===== src/rtl/exu_pkg.sv =====
package exu_pkg;

  localparam logic [3:0] OPC_HALT  = 4'h0;
  localparam logic [3:0] OPC_NOP   = 4'h1;
  localparam logic [3:0] OPC_RRMOV = 4'h2;
  localparam logic [3:0] OPC_IRMOV = 4'h3;
  localparam logic [3:0] OPC_STORE = 4'h4;
  localparam logic [3:0] OPC_LOAD  = 4'h5;
  localparam logic [3:0] OPC_ARITH = 4'h6;
  localparam logic [3:0] OPC_JUMP  = 4'h7;
  localparam logic [3:0] OPC_CALL  = 4'h8;
  localparam logic [3:0] OPC_RET   = 4'h9;
  localparam logic [3:0] OPC_PUSH  = 4'hA;
  localparam logic [3:0] OPC_POP   = 4'hB;

  typedef enum logic [1:0] {
    FN_ADD = 2'd0,
    FN_SUB = 2'd1,
    FN_AND = 2'd2,
    FN_XOR = 2'd3
  } alu_fn_e;

  typedef enum logic [3:0] {
    BR_ALWAYS = 4'd0,
    BR_LE     = 4'd1,
    BR_LT     = 4'd2,
    BR_EQ     = 4'd3,
    BR_NE     = 4'd4,
    BR_GE     = 4'd5,
    BR_GT     = 4'd6
  } br_cond_e;

  typedef enum logic [1:0] {
    SELA_ZERO,
    SELA_REG,
    SELA_CONST,
    SELA_STACK
  } opa_sel_e;

  typedef struct packed {
    logic zf;
    logic sf;
    logic of;
  } cc_t;

  localparam cc_t CC_RESET = '{zf: 1'b1, sf: 1'b0, of: 1'b0};

endpackage


===== src/rtl/exu_opnd_sel.sv =====
module exu_opnd_sel
  import exu_pkg::*;
#(
  parameter int W = 32
) (
  input  logic [3:0]   icode,
  input  logic [1:0]   fn_field,
  input  logic [W-1:0] val_a,
  input  logic [W-1:0] val_c,
  output logic [W-1:0] opnd_a,
  output alu_fn_e      alu_fn,
  output logic         is_arith
);

  localparam logic [W-1:0] STACK_INC = W'(4);
  localparam logic [W-1:0] STACK_DEC = ~STACK_INC + W'(1);

  opa_sel_e sel;
  logic     stack_up;

  always_comb begin
    sel      = SELA_ZERO;
    stack_up = 1'b0;
    case (icode)
      OPC_RRMOV, OPC_ARITH:           sel = SELA_REG;
      OPC_IRMOV, OPC_STORE, OPC_LOAD: sel = SELA_CONST;
      OPC_CALL,  OPC_PUSH:            sel = SELA_STACK;
      OPC_RET,   OPC_POP: begin
        sel      = SELA_STACK;
        stack_up = 1'b1;
      end
      default:                        sel = SELA_ZERO;
    endcase
  end

  always_comb begin
    case (sel)
      SELA_REG:   opnd_a = val_a;
      SELA_CONST: opnd_a = val_c;
      SELA_STACK: opnd_a = stack_up ? STACK_INC : STACK_DEC;
      default:    opnd_a = '0;
    endcase
  end

  assign is_arith = (icode == OPC_ARITH);
  assign alu_fn   = is_arith ? alu_fn_e'(fn_field) : FN_ADD;

endmodule


===== src/rtl/exu_alu.sv =====
module exu_alu
  import exu_pkg::*;
#(
  parameter int W = 32
) (
  input  logic [W-1:0] opnd_a,
  input  logic [W-1:0] opnd_b,
  input  alu_fn_e      alu_fn,
  output logic [W-1:0] result,
  output cc_t          flags
);

  localparam int MSB = W - 1;

  logic [W-1:0] sum;
  logic [W-1:0] diff;
  logic         add_ovf;
  logic         sub_ovf;

  assign sum  = opnd_b + opnd_a;
  assign diff = opnd_b - opnd_a;

  // Signed overflow: add when equal-signed inputs give a differently-signed
  // sum; subtract B-A when the inputs differ in sign and the result sign
  // departs from B.
  assign add_ovf = (opnd_a[MSB] == opnd_b[MSB]) && (sum[MSB]  != opnd_b[MSB]);
  assign sub_ovf = (opnd_a[MSB] != opnd_b[MSB]) && (diff[MSB] != opnd_b[MSB]);

  always_comb begin
    case (alu_fn)
      FN_ADD:  result = sum;
      FN_SUB:  result = diff;
      FN_AND:  result = opnd_b & opnd_a;
      default: result = opnd_b ^ opnd_a;
    endcase
  end

  always_comb begin
    flags.zf = (result == '0);
    flags.sf = result[MSB];
    case (alu_fn)
      FN_ADD:  flags.of = add_ovf;
      FN_SUB:  flags.of = sub_ovf;
      default: flags.of = 1'b0;
    endcase
  end

endmodule


===== src/rtl/exu_ccr.sv =====
module exu_ccr
  import exu_pkg::*;
#(
  parameter int SYNC_STAGES = 2
) (
  input  logic clk,
  input  logic rst_n,
  input  logic load_en,
  input  cc_t  cc_d,
  output cc_t  cc_q,
  output logic srst_n
);

  localparam int SS = (SYNC_STAGES < 2) ? 2 : SYNC_STAGES;

  logic [SS-1:0] sync_q;
  cc_t           cc_nxt;

  // Reset synchroniser: asserts asynchronously, releases on the clock.
  always_ff @(posedge clk or negedge rst_n) begin
    if (!rst_n) sync_q <= '0;
    else        sync_q <= {sync_q[SS-2:0], 1'b1};
  end

  assign srst_n = sync_q[SS-1];

  always_comb begin
    cc_nxt = cc_q;
    if (load_en) cc_nxt = cc_d;
  end

  always_ff @(posedge clk or negedge srst_n) begin
    if (!srst_n) cc_q <= CC_RESET;
    else         cc_q <= cc_nxt;
  end

endmodule


===== src/rtl/exu_cond.sv =====
module exu_cond
  import exu_pkg::*;
(
  input  cc_t        cc,
  input  logic [3:0] cond_sel,
  output logic       cnd
);

  logic less;

  assign less = cc.sf ^ cc.of;

  always_comb begin
    case (cond_sel)
      BR_ALWAYS: cnd = 1'b1;
      BR_LE:     cnd = less | cc.zf;
      BR_LT:     cnd = less;
      BR_EQ:     cnd = cc.zf;
      BR_NE:     cnd = ~cc.zf;
      BR_GE:     cnd = ~less;
      BR_GT:     cnd = ~less & ~cc.zf;
      default:   cnd = 1'b0;
    endcase
  end

endmodule


===== src/rtl/exu_top.sv =====
module exu_top
  import exu_pkg::*;
#(
  parameter int W = 32
) (
  input  logic         clk,
  input  logic         rst_n,
  input  logic [3:0]   icode,
  input  logic [3:0]   ifun,
  input  logic [W-1:0] val_a,
  input  logic [W-1:0] val_b,
  input  logic [W-1:0] val_c,
  output logic [W-1:0] val_e,
  output logic         cnd
);

  logic [W-1:0] opnd_a;
  alu_fn_e      alu_fn;
  logic         is_arith;
  cc_t          cc_d;
  cc_t          cc_q;
  logic         srst_n;

  exu_opnd_sel #(.W(W)) u_sel (
    .icode    (icode),
    .fn_field (ifun[1:0]),
    .val_a    (val_a),
    .val_c    (val_c),
    .opnd_a   (opnd_a),
    .alu_fn   (alu_fn),
    .is_arith (is_arith)
  );

  exu_alu #(.W(W)) u_alu (
    .opnd_a (opnd_a),
    .opnd_b (val_b),
    .alu_fn (alu_fn),
    .result (val_e),
    .flags  (cc_d)
  );

  exu_ccr #(.SYNC_STAGES(2)) u_ccr (
    .clk     (clk),
    .rst_n   (rst_n),
    .load_en (is_arith),
    .cc_d    (cc_d),
    .cc_q    (cc_q),
    .srst_n  (srst_n)
  );

  exu_cond u_cond (
    .cc       (cc_q),
    .cond_sel (ifun),
    .cnd      (cnd)
  );

endmodule


===== config.mk =====
export PLATFORM = sky130hd
export DESIGN_NAME = exu_top
export DESIGN_NICKNAME = d
export VERILOG_FILES = /design/src/rtl/exu_pkg.sv /design/src/rtl/exu_opnd_sel.sv /design/src/rtl/exu_alu.sv /design/src/rtl/exu_ccr.sv /design/src/rtl/exu_cond.sv /design/src/rtl/exu_top.sv
export SDC_FILE = /design/constraint.sdc
export NUM_CORES = 1
export LEC_CHECK = 0
export ABC_CLOCK_PERIOD_IN_PS = 11400
export BUFFER_PORTS_ARGS = -buffer_cell sky130_fd_sc_hd__buf_2
export CORE_UTILIZATION = 50
export CTS_BUF_LIST = sky130_fd_sc_hd__clkbuf_8
export DETAILED_ROUTE_END_ITERATION = 8
export PLACE_DENSITY_LB_ADDON = 0.15
export SYNTH_ARGS = -nofsm -noshare
export SYNTH_HDL_FRONTEND = slang
export SYNTH_HIERARCHICAL = 1
export SYNTH_SLANG_ARGS = --single-unit

===== constraint.sdc =====
create_clock -name clk -period 11.4 [get_ports clk]
set_clock_uncertainty 0.15 [all_clocks]
set_input_delay 3.42 -clock clk [delete_from_list [all_inputs] [get_ports clk]]
set_output_delay 3.42 -clock clk [all_outputs]
set_load 0.005 [all_outputs]

After elaboration in Yosys (flattened, before gate mapping)
Cells that the tools add are included.
- register bits: 5
- output and inout port bits: 33
- word-level logic and storage cells: 54
- bitwise operators: 7
- reduce and logical (&&, ||, !) cells: 9
- $add $sub $neg: 2
- mux-type cells: 8
- equality and inequality tests: 24
- operators by type and width (kind ; count):
    $pmux 32 s3 ; 2
    $add 32x32->32 ; 1
    $and 32x32->32 ; 1
    $logic_not 32->1 ; 1
    $mux 32 ; 1
    $sub 32x32->32 ; 1
    $xor 32x32->32 ; 1
    $eq 4x3->1 const B ; 6
    $eq 4x2->1 const B ; 4
    $eq 4x4->1 const B ; 4
    $pmux 1 s7 ; 1
    $eq 2x2->1 const B ; 3
    $pmux 2 s3 ; 1
    $eq 2x1->1 const B ; 2
    $eq 4x1->1 const B ; 1
    $logic_not 4->1 ; 1
    $reduce_or 2->1 ; 2
    $reduce_or 4->1 ; 1
    $ne 1x1->1 ; 3
    $reduce_or 3->1 ; 1
    $logic_and 1x1->1 ; 2
    $logic_not 2->1 ; 1
    $mux 2 ; 1
    $not 1->1 ; 2
    6 further kinds ; 6

Logic depth before layout (Yosys ltp)
- word-level depth: 9
- mapped depth: 21

Modules after synthesis
Netlist, hierarchy kept.
- by module, submodules not included (module ; cells each ; seq. area each (um^2) ; area an instance (um^2) ; times used):
    exu_alu ; 709 ; 0.0 ; 4626.9 ; 1
    exu_opnd_sel ; 94 ; 0.0 ; 624.3 ; 1
    exu_ccr ; 9 ; 126.4 ; 163.9 ; 1
    exu_cond ; 10 ; 0.0 ; 81.3 ; 1

Least setup slack after synthesis
Ideal clock, no wire load.
- path kind: input to output
- start: in icode[0]
- end: out val_e[30]
- arrival: 7150 ps
- stages: 16
- setup slack: 680 ps
- path buffers: 1
- required time: 7830 ps
- cells stage by stage: buf_2 -> nor2b_1 -> nand2_1 -> a311oi_1 -> inv_1 -> fa_1 -> a21o_1 -> a221oi_2 -> or4_4 -> a21oi_1 -> or3_1 -> a21oi_1 -> o31ai_1 -> a21oi_1 -> mux2_1 -> a221oi_1
- longest elaborated chain between the ends: 7
- elaborated cells between the ends (all ways): 29
- RTL lines (item ; line ; RTL):
    from (decl) ; exu_top.sv:8 ; input logic [3:0] icode,
    $eq 4x4->1 (tied with other cells) ; exu_opnd_sel.sv:24 ; case (icode)
    $reduce_or 4->1 (no source line) (tied with other cells) ; -- ;
    $pmux 2 s3 (*) ; exu_opnd_sel.sv:24 ;
    $eq 2x2->1 / $eq 2x1->1 (equally long branches) ; exu_opnd_sel.sv:37 ; case (sel)
    $pmux 32 s3 (*) ; exu_opnd_sel.sv:37 ;
    net opnd_a[1] ; exu_top.sv:17 ; logic [W-1:0] opnd_a;
    $sub 32x32->32 / $add 32x32->32 (equally long branches) ; exu_alu.sv:21, exu_alu.sv:20 ;
    $pmux 32 s3 (*) ; exu_alu.sv:30 ; case (alu_fn)
    to (decl) ; exu_top.sv:13 ; output logic [W-1:0] val_e,
Mark *: on every way through the listed nets, which the timed path passes. The rest lies on a longest branch.

Worst setup path after layout
- start: in icode[1]
- end: out val_e[31]
- longest elaborated chain between the ends: 7
- elaborated cells between the ends (all ways): 29
- RTL lines (item ; line):
    $eq 4x4->1 (tied with other cells) ; exu_opnd_sel.sv:24
    $reduce_or 4->1 (no source line) (tied with other cells) ; --
    $pmux 2 s3 / $mux 1 (equally long branches) ; exu_opnd_sel.sv:24
    $eq 2x2->1 (tied with other cells) ; exu_opnd_sel.sv:37
    $pmux 32 s3 (*) ; exu_opnd_sel.sv:37
    net opnd_a[11] ; exu_top.sv:17
    $sub 32x32->32 / $add 32x32->32 (equally long branches) ; exu_alu.sv:21, exu_alu.sv:20
    $pmux 32 s3 (*) ; exu_alu.sv:30
Marks and branches as above.

==> run_results.csv <==
group,metric,value,unit
status,outcome,"finished, final reports clean",
timing,setup_tns,0,ns
yosys,synth_enable_flop_cells,0,
floorplan,die_width,107,µm
yosys,synth_cell_type_count,93,
power_and_ir_drop,switchingPower,258,µW
floorplan,die_h,107,µm
clock_network,cts_tree,"yes",
timing,slew_headroom,0.130,
floorplan,die_area,11400,µm²
power_and_ir_drop,sequential_power_share,0.047,
worst_setup_path,critPathMaxStageDelay,0.54,ns
floorplan,floorplan.initialDensity,0.523,
yosys,postSynthCellCount,822,
final_layout,final-instance-count-excl-fill,1074,
route,routed_wl_met3,1910,µm
route,drc,0,
yosys,synth.ff_latch_count,5,
timing,max_freq,0.0894,GHz
yosys,synth_area_per_cell,6.69,µm²
timing,timing_worst_slew_pin_value,1.30,ns
final_layout,register_cell_area_after_layout,126,µm²
clock_network,clock_sinks,5,
final_layout,multiInputGateArea,4890,µm²
grt,grt_remaining_overflow,0,
floorplan,std_cell_rows,37,
power_and_ir_drop,int_pwr,215,µW
route,wirelength_met1,9030,µm
worst_setup_path,cp_slowest_cell,"sky130_fd_sc_hd__or4_1",
worst_setup_path,start_kind,"primary input",
route,detail_route.first_pass.iterations,5,
worst_setup_path,reg2regPathDepth,1,
yosys,ys.warnings.count,6,
final_layout,diodes,0,
place,cells_after_dpl,1068,
final_layout,layout-area-overhead-vs-synth,16.9,%
clock_network,clock_insertion_delay_worst_skew,0.22,ns
place,gp_congestion,0.963,
power_and_ir_drop,power_frac_clock,0.065,
timing,finalSetupViolations,0,
power_and_ir_drop,p_leak,2.88,nW
worst_setup_path,worst-path-max-fanout,13,
worst_setup_path,setup_crit_end_kind,"primary output",
min_path,min_path_type,"reg -> async",
floorplan,io_pins,139,
final_layout,finalNetCount,1111,
route,route.final.wire_length,22200,µm
clock_network,number_of_buffers_inserted_during_clock_tree_synthesis,3,
worst_setup_path,crit_arrival,7.62,ns
yosys,synth_async_reset_ratio,1.00,
final_layout,final.fill_count,1025,
grt,grt_max_degree,43,
timing,period_needed,11.19,ns
timing,report.final.hold_viol_count,0,
floorplan,placeableCoreArea,10500,µm²
grt,grt_antenna_before_repair,0,
yosys,netlist_top_cells_area,"sky130_fd_sc_hd__ha_1 (15%), sky130_fd_sc_hd__a21oi_1 (9.3%), sky130_fd_sc_hd__o2bb2ai_1 (4.8%), sky130_fd_sc_hd__nor2_1 (4.3%), sky130_fd_sc_hd__inv_1 (4.2%)",
final_layout,layout-drive-gt1-share,0.233,
power_and_ir_drop,power.share.combinational,0.888,
route,routed_wire_length_per_instance,20.6,µm
place,io_buffers,138,
timing,unrepaired_setup_endpoints_after_global_routing,"false",
power_and_ir_drop,power.ir.vdd_worst,0.0794,mV
route,met2_length,10300,µm
grt,grt_pass1_vias,6780,
yosys,net_count_of_the_mapped_netlist,994,
worst_setup_path,setup.worst_path.class,"in -> out",
route,routed.top_layer,"met4",
yosys,ys_seq_area_frac,0.0230,
worst_setup_path,cp_data_required_time,7.83,ns
clock_network,htree_levels,1,
grt,tot_gr_track_use,0.381,
run,drv.max_cap_violation_count,0,
grt,grt_first_pass_wirelength,34800,µm
timing,slew_viol_final,0,
route,drt_first_iter_violations,563,
worst_setup_path,crit_path_cell_trace,"buf_2 > nor2b_2 > buf_4 > a21oi_1 > o2bb2ai_1 > inv_1 > ha_1 > buf_4 > nand2_1 > or4_1 > a211o_1 > nand3_1 > and4bb_1 > nor3_1 > o31ai_2 > nor4_1 > a31oi_1 > o221ai_1 > buf_2",
power_and_ir_drop,power_density,73.6,nW/µm²
yosys,synth_top_area_cell,"sky130_fd_sc_hd__ha_1",
route,detail_route.vias_per_cell,6.65,
yosys,postSynth.topFlopCell,"sky130_fd_sc_hd__dfrtp_1",
place,hpwlAfterDp,17900,µm
clock_network,cts_root_buffer,"sky130_fd_sc_hd__clkbuf_8",
power_and_ir_drop,switching_share,0.545,
route,vias,7140,
power_and_ir_drop,power_total,473,µW
clock_network,clock_path_buffers,2,
yosys,netlist_area_before_placement,5500,µm²
route,drtAntennaViolNets,0,
timing,finalCritPeriodShare,0.981,
clock_network,clk_pin_slew_worst_paths,0.03,ns
yosys,synth_top_area_share,0.146,
## stage by stage
step / worst slack (ns) / area (µm²) / hold WS [ns] / util
6_report: 0.214 / 6430 / 0.0374 / 0.612
3_5_place_dp: 0.115 / 6320 / -0.111 / 0.602
3_3_place_gp: 0.249 / 6320 / -0.116 / 0.602
2_1_floorplan: 0.680 / 5500 / -0.124 / -
5_1_grt: 0.0112 / 6430 / 0.0572 / 0.612
4_1_cts: 0.0943 / 6380 / 0.0378 / 0.607
## path summary, 6_finish.rpt
path                            startpoint               to  slack [ns]
max                               icode[1]        val_e[31]        0.21
min                        u_ccr/sync_q[1]    u_ccr/cc_q[2]        0.04
max reg2reg                  u_ccr/cc_q[1]    u_ccr/cc_q[1]       10.48
min reg2reg                u_ccr/sync_q[1]    u_ccr/cc_q[2]        0.04
max in group asynchronous            rst_n  u_ccr/sync_q[1]        8.17
min in group clk           u_ccr/sync_q[0]  u_ccr/sync_q[1]        0.21
## repair_timing
item,in CTS,in global routing
endpoints found under the setup margin,0,3
endpoints found under the hold margin,2,0
hold buffers,1,0
buffers inserted,0,1
resized for setup,0,7
## synth_stat cells (all sizes together) (4+ instances only)
cell and count:
a31oi 10, nand2 61, o221ai 7, clkbuf 29
o211ai 12, mux2 8, and4bb 4, nor2b 12
a22o 4, buf 32, o311ai 4, dfrtp 4
a21oi 103, and3 6, ha 64, or4 7
a221oi 5, a41oi 5, o21bai 12, a221o 5
o31ai 12, nor3 34, nor2 63, inv 63
nand3 21, mux2i 11, nor4b 4, o2bb2ai 30
nand4 9, xnor2 15, a21o 15, nor4 14
o21ai 44, a311oi 5, or3 6, and2 5
o41ai 5, a211oi 8, nand2b 8, a211o 4
## layout by cell type (no fill, tap or decap), drive strengths merged, types with 9 or more instances in the layout
master,count
nor3,34
a31oi,10
ha,64
o31ai,12
nand4,9
inv,64
nor2b,12
o21ai,44
xnor2,15
nand2,61
mux2i,11
a21o,15
o2bb2ai,30
nand3,21
buf,172
o211ai,12
a21oi,103
nor2,63
nor4,14
o21bai,12
## cell families (layout without fill, tap and decap cells)
group                    Yosys count  in the layout  synth area share
XOR/XNOR                          18             18            0.0287
buffers and inverters            125            241            0.0965
other                              1              1          0.000682
multiplexers                      20             20            0.0405
AND/OR/NAND/NOR                  265            265             0.249
adder cells (fa/ha/maj)           66             66             0.153
AO/OA/AOI/OAI                    322            322             0.409
flip-flops                         5              5            0.0230
## critical path: cells and delay by family
| family | cells | cell delay [ns] |
|---|---|---|
| simple gates | 7 | 1.49 |
| fa+ha+maj | 1 | 0.37 |
| buf+inv | 5 | 0.89 |
| compound gates | 6 | 1.47 |
## final cells by class
| cell class | count | share of cell area |
|---|---|---|
| clock inverter | 1 | 0.000584 |
| clock buffer | 3 | 0.00643 |
| tap | 136 | 0.0265 |
| multi-input combinational | 692 | 0.761 |
| sequential | 5 | 0.0197 |
| timing repair buffer | 173 | 0.149 |
| inverter | 64 | 0.0374 |
## layer usage
metal / vias to the layer above / track usage
li1: 3331 / -
met3: 62 / 0.0377
met2: 390 / 0.653
met5: - / 0
met1: 3357 / 0.482
met4: 0 / 0.168
## registers in the layout, indices dropped and copies added, names as in the netlist
signal and count:
u_ccr/cc_q 3, u_ccr/sync_q 2
## power by group through the flow
stage / registers [mW] / logic (mW) / clock network [mW]
6_report: 0.0223 / 0.420 / 0.0309
5_1_grt: 0.0226 / 0.456 / 0.0328
4_1_cts: 0.0224 / 0.405 / 0.0317
3_5_place_dp: 0.0227 / 0.403 / 0
3_3_place_gp: 0.0225 / 0.396 / 0
2_1_floorplan: 0.0223 / 0.273 / 0
No activity file was read; power rests on OpenSTA's default activity.
